--- src/rtl/agf_pkg.sv ---
package agf_pkg;

    typedef enum logic [1:0] {
        WIN_SHORT = 2'd0,
        WIN_MID_A = 2'd1,
        WIN_MID_B = 2'd2,
        WIN_LONG  = 2'd3
    } win_sel_e;

    localparam int unsigned SYNC_DEPTH = 2;

    function automatic int unsigned win_cycles(input win_sel_e s,
                                               input int unsigned w0,
                                               input int unsigned w1,
                                               input int unsigned w2,
                                               input int unsigned w3);
        case (s)
            WIN_SHORT: return w0;
            WIN_MID_A: return w1;
            WIN_MID_B: return w2;
            default:   return w3;
        endcase
    endfunction

    function automatic int unsigned max4(input int unsigned a, input int unsigned b,
                                         input int unsigned c, input int unsigned d);
        int unsigned m;
        m = a;
        if (b > m) m = b;
        if (c > m) m = c;
        if (d > m) m = d;
        return m;
    endfunction

endpackage

--- src/rtl/agf_sync.sv ---
module agf_sync #(
    parameter int unsigned WIDTH   = 6,
    parameter logic        RST_LVL = 1'b1
) (
    input  logic             clk,
    input  logic             rst,
    input  logic [WIDTH-1:0] d,
    output logic [WIDTH-1:0] q
);
    logic [WIDTH-1:0] stage [agf_pkg::SYNC_DEPTH];

    genvar s;
    generate
        for (s = 0; s < agf_pkg::SYNC_DEPTH; s++) begin : g_stage
            always_ff @(posedge clk) begin
                if (rst)
                    stage[s] <= {WIDTH{RST_LVL}};
                else if (s == 0)
                    stage[s] <= d;
                else
                    stage[s] <= stage[(s == 0) ? 0 : s-1];
            end
        end
    endgenerate

    assign q = stage[agf_pkg::SYNC_DEPTH-1];
endmodule

--- src/rtl/agf_channel.sv ---
module agf_channel #(
    parameter int unsigned W0 = 9,
    parameter int unsigned W1 = 13,
    parameter int unsigned W2 = 18,
    parameter int unsigned W3 = 31,
    parameter int unsigned CW = 5
) (
    input  logic       clk,
    input  logic       rst,
    input  logic       asserted,
    input  logic [1:0] sel,
    output logic       filt_q
);
    import agf_pkg::*;

    logic          out_q;
    logic [CW-1:0] cnt_q;
    logic [CW-1:0] len_q;
    logic [CW-1:0] sel_len;
    logic          last_cnt;

    assign sel_len  = CW'(win_cycles(win_sel_e'(sel), W0, W1, W2, W3));
    assign last_cnt = (cnt_q == len_q - CW'(1));

    always_ff @(posedge clk) begin
        if (rst) begin
            out_q <= 1'b0;
            cnt_q <= '0;
            len_q <= CW'(W0);
        end else if (!out_q) begin
            // idle: track the select, wait for an assertion
            len_q <= sel_len;
            cnt_q <= '0;
            if (asserted) out_q <= 1'b1;
        end else if (asserted) begin
            cnt_q <= '0;
        end else if (last_cnt) begin
            out_q <= 1'b0;
            cnt_q <= '0;
        end else begin
            cnt_q <= cnt_q + CW'(1);
        end
    end

    assign filt_q = out_q;

    // an assertion seen while idle raises the output on the next edge
    a_r3_rise_fast: assert property (@(posedge clk) disable iff (rst)
        (!out_q && asserted) |=> out_q);

    // an asserted input never lets a high output drop
    a_r5_hold_high: assert property (@(posedge clk) disable iff (rst)
        (out_q && asserted) |=> out_q);

    // the window is frozen while the output is high
    a_r7_len_frozen: assert property (@(posedge clk) disable iff (rst)
        out_q |=> $stable(len_q));

    // the count never passes the window
    a_r4_cnt_bound: assert property (@(posedge clk) disable iff (rst)
        cnt_q < len_q);

    // a fall only follows a completed window
    a_r4_fall_full: assert property (@(posedge clk) disable iff (rst)
        $fell(out_q) |-> ($past(cnt_q) == $past(len_q) - CW'(1)));
endmodule

--- src/rtl/asym_glitch_filter.sv ---
module asym_glitch_filter #(
    parameter int unsigned N_FILT = 3,
    parameter int unsigned N_RAW  = 3,
    parameter int unsigned WIN0   = 9,
    parameter int unsigned WIN1   = 13,
    parameter int unsigned WIN2   = 18,
    parameter int unsigned WIN3   = 31
) (
    input  logic              clk,
    input  logic              rst,
    input  logic [1:0]        win_sel,
    input  logic [N_FILT-1:0] bus_filt_n,
    input  logic [N_RAW-1:0]  bus_raw_n,
    output logic [N_FILT-1:0] filt_out,
    output logic [N_RAW-1:0]  raw_out
);
    localparam int unsigned NALL    = N_FILT + N_RAW;
    localparam int unsigned WIN_MAX = agf_pkg::max4(WIN0, WIN1, WIN2, WIN3);
    localparam int unsigned CW      = $clog2(WIN_MAX + 1);

    logic [NALL-1:0] bus_sync;

    agf_sync #(.WIDTH(NALL), .RST_LVL(1'b1)) u_sync (
        .clk (clk),
        .rst (rst),
        .d   ({bus_raw_n, bus_filt_n}),
        .q   (bus_sync)
    );

    genvar i;
    generate
        for (i = 0; i < N_FILT; i++) begin : g_filt
            agf_channel #(.W0(WIN0), .W1(WIN1), .W2(WIN2), .W3(WIN3), .CW(CW)) u_ch (
                .clk      (clk),
                .rst      (rst),
                .asserted (~bus_sync[i]),
                .sel      (win_sel),
                .filt_q   (filt_out[i])
            );
        end
        for (i = 0; i < N_RAW; i++) begin : g_raw
            always_ff @(posedge clk) begin
                if (rst) raw_out[i] <= 1'b0;
                else     raw_out[i] <= ~bus_sync[N_FILT + i];
            end
        end
    endgenerate

    // outputs are low directly after a reset cycle
    a_r1_reset_low: assert property (@(posedge clk)
        rst |=> (filt_out == '0 && raw_out == '0));
endmodule

--- config.mk ---
export PLATFORM = sky130hd
export DESIGN_NAME = asym_glitch_filter
export DESIGN_NICKNAME = d
export VERILOG_FILES = /design/src/rtl/agf_pkg.sv /design/src/rtl/agf_sync.sv /design/src/rtl/agf_channel.sv /design/src/rtl/asym_glitch_filter.sv
export SDC_FILE = /design/constraint.sdc
export NUM_CORES = 1
export LEC_CHECK = 0
export BUFFER_PORTS_ARGS = -buffer_cell sky130_fd_sc_hd__buf_2
export CAP_MARGIN = 20
export CORE_MARGIN = 5
export CORE_UTILIZATION = 62
export DETAILED_ROUTE_END_ITERATION = 7
export PLACE_DENSITY = 0.82
export SETUP_SLACK_MARGIN = 0.4
export SLEW_MARGIN = 20
export SYNTH_ARGS = -nofsm -noshare
export SYNTH_HDL_FRONTEND = slang
export SYNTH_SLANG_ARGS = --single-unit
--- constraint.sdc ---
create_clock -name clk -period 3.57 [get_ports clk]
set_input_delay 0.714 -clock clk [delete_from_list [all_inputs] [get_ports clk]]
set_output_delay 0.714 -clock clk [all_outputs]
set_load 0.02 [all_outputs]
==> run summary <==
Die Span X: 64.5 um
RSZ-0062 raised after global routing: false
Root buffer cell: clkbuf_4
Pins Over Slew Limit: 0
# clock sinks: 42
Die area: 4170 sq um
# Post-CTS Setup Buffers: 0
Static leakage: 0.000797 uW
Effective utilization at floorplan: 0.657
Hpwl dp: 2290 um
Minimum clock period: 1.92 ns
Hold Crit Depth: 1
DR vias: 1276
Slew @ Worst Pin: 0.557 ns
Setup TNS: 0 ns
Register bit total from synthesis: 42
Fillcell total: 211
Drt initial violations: 20
Antenna diode count: 0
Share of post-route cells with drive strength above 1: 0.211
Post-synthesis cell count: 189
TritonCTS clock tree: done
Async SR Flop Fraction: 0
Core region area: 2810 sq um
Critical path origin: g_filt[0].u_ch.len_q[3]
DR vias/cell: 5.43
Top cell type's share of synthesized area: 0.456
Top cells by area, synth: dfxtp_1 (46%), xnor2_1 (6.2%), mux2i_1 (6.0%)
CP Max Fanout: 6
Deepest clock path buffer count: 2
Ports: 16
Critical Path End Type: flop
CTS H-tree depth: 2
Cell area after synthesis: 1840 sq um
Total track usage: 0.165
GRT overflow: 0
Port buffer count: 15
Synth Net Count: 205
Setup Skew: 0.00720 ns
Final Hold Fails: 0
Yosys cell types: 32
R2R Setup Slk: 1.65 ns
Status: completed
Nets: 219
Final WL: 3010 um
Row cnt: 19
CTS Buf Count: 5
Hold Path Class: reg -> reg
R2R Path Start: g_filt[0].u_ch.len_q[3]
Mean post-synth cell area: 9.76 sq um
Max_slew headroom: 0.628
Area of the multi-input gates: 927 sq um
Routed Antenna Nets: 0
Power, Total: 817 uW
# setup viols final: 0
Largest net degree at the start of global routing: 28
Register area share after synthesis: 0.456
Vias in the first global route: 1280
Number of hold buffers added after cts: 0
Max Cap Violations: 0
Post-CTS resize count: 0
Crit Path Class: reg -> reg
Die height: 64.5 um
Clock latency on the worst-skew pair: 0.35 ns
PD cells: 413 nW/um^2
Clock transition at path regs: 0.13 ns
Reg2Reg Capture Point: g_filt[0].u_ch.filt_q
Synth area leader: dfxtp_1
Worst Setup EP: g_filt[0].u_ch.filt_q
Register area: 841 sq um
Final Core Density: 0.705
DR WL/cell: 12.8 um
1st-pass router iterations: 3
Final worst-path cycle share: 0.539
EDFF count, synth: 0
Drt drc: 0
CP Data Arrival Time: 2.15 ns
Ys Warns: 0
First-pass GRT wire length: 5360 um
WP data required: 3.80 ns
Initial antenna violation count: 0
R2R depth: 6
Crit start category: flop
Top_reg_cell synth: dfxtp_1
Worst vdd ir: 0.376 mV
F_max: 0.520 GHz
Routability cong.: 0.814
Area grow syn2layout: 7.26%
[stage by stage]
step                      hold slack [ns]  setup WS (ns)  instance area (sq um)  std cells
after floorplan                     0.363           1.98                   1840        189
after global placement              0.366           1.87                   1920        227
after detailed placement            0.371           1.68                   1920        227
after CTS                           0.391           1.66                   1980        235
after global routing                0.415           1.50                   1980        235
final                               0.387           1.65                   1980        235
[cell usage in the layout, fill, tap and decap left out]
master      instances
inv_1               9
mux2i_1            11
o311ai_4            1
o221ai_1            2
clkinv_4            1
o21ai_2             1
o31ai_1             1
o21ba_2             2
ha_1                6
nand3_1            10
inv_6               1
clkinvlp_4          1
nor3b_2             1
o41ai_4             1
nor2b_1             8
nor4b_1             1
or2_2              13
dfxtp_1            42
xor2_1              8
nor2_1             21
nand2_1             7
nand3b_1            1
o211ai_1            1
o21bai_1            1
nand2b_1            2
nor3b_1             2
buf_2              15
a21oi_1             8
xnor2_1            13
a211oi_2            1
and3b_1             1
o21ai_0             5
a31oi_1             1
clkbuf_4            5
[kinds of logic (layout without fill, tap and decap cells)]
group / after synthesis / in the layout / synth area share
adder cells (fa/ha/maj): 6 / 6 / 0.0407
AO/OA/AOI/OAI: 25 / 25 / 0.112
buffers and inverters: 17 / 32 / 0.0414
flip-flops: 42 / 42 / 0.456
AND/OR/NAND/NOR: 67 / 67 / 0.191
XOR/XNOR: 21 / 21 / 0.0997
multiplexers: 11 / 11 / 0.0597
[cell usage after synthesis, types with 6 or more instances]
master and number:
mux2i_1 11, nor2_1 21, nor2b_1 8, ha_1 6, xnor2_1 13, inv_1 9, nand2_1 7, xor2_1 8
nand3_1 10, a21oi_1 8, or2_2 13, dfxtp_1 42
[layer usage]
metal  global-route usage  part of all wire
met2                0.289              0.49
met5                    0                 0
met3               0.0380             0.034
met1                0.180              0.44
met4                0.108             0.031
[state kept, by name, summed over array words and instances (netlist names)]
register	flops
g_filt.u_ch.len_q	9
g_filt.u_ch.cnt_q	15
g_filt.u_ch.filt_q	3
raw_out	3
u_sync.stage	12
[how the worst min path moves through the flow]
stage	start	end	slack (ns)
floorplan	u_sync.stage[1][3]	raw_out[0]	0.36
global placement	u_sync.stage[1][5]	raw_out[2]	0.37
detailed placement	u_sync.stage[1][4]	raw_out[1]	0.37
CTS	u_sync.stage[1][5]	raw_out[2]	0.39
global route	u_sync.stage[1][5]	raw_out[2]	0.42
finish	u_sync.stage[1][5]	raw_out[2]	0.39
[area by class of cell]
class,instances,share of cell area
timing repair buffer,15,0.0380
tap,31,0.0196
clock buffer,5,0.0190
inverter,9,0.0171
multi-input combinational,130,0.469
clock inverter,3,0.0127
sequential,42,0.425
[critical path: stages, from the launching register on]
cell and delay [ns]:
dfxtp_1 0.38, inv_1 0.10, ha_1 0.25, nor4b_1 0.30, o21bai_1 0.13, o221ai_1 0.48
a31oi_1 0.16
[where the power goes]
group	total, uW	switching (uW)	internal (uW)
Sequential	503	17.5	485
Clock	239	159	80.2
Combinational	74.3	38.3	36.0
Total	817	215	602
No activity file was read; power rests on OpenSTA's default activity.
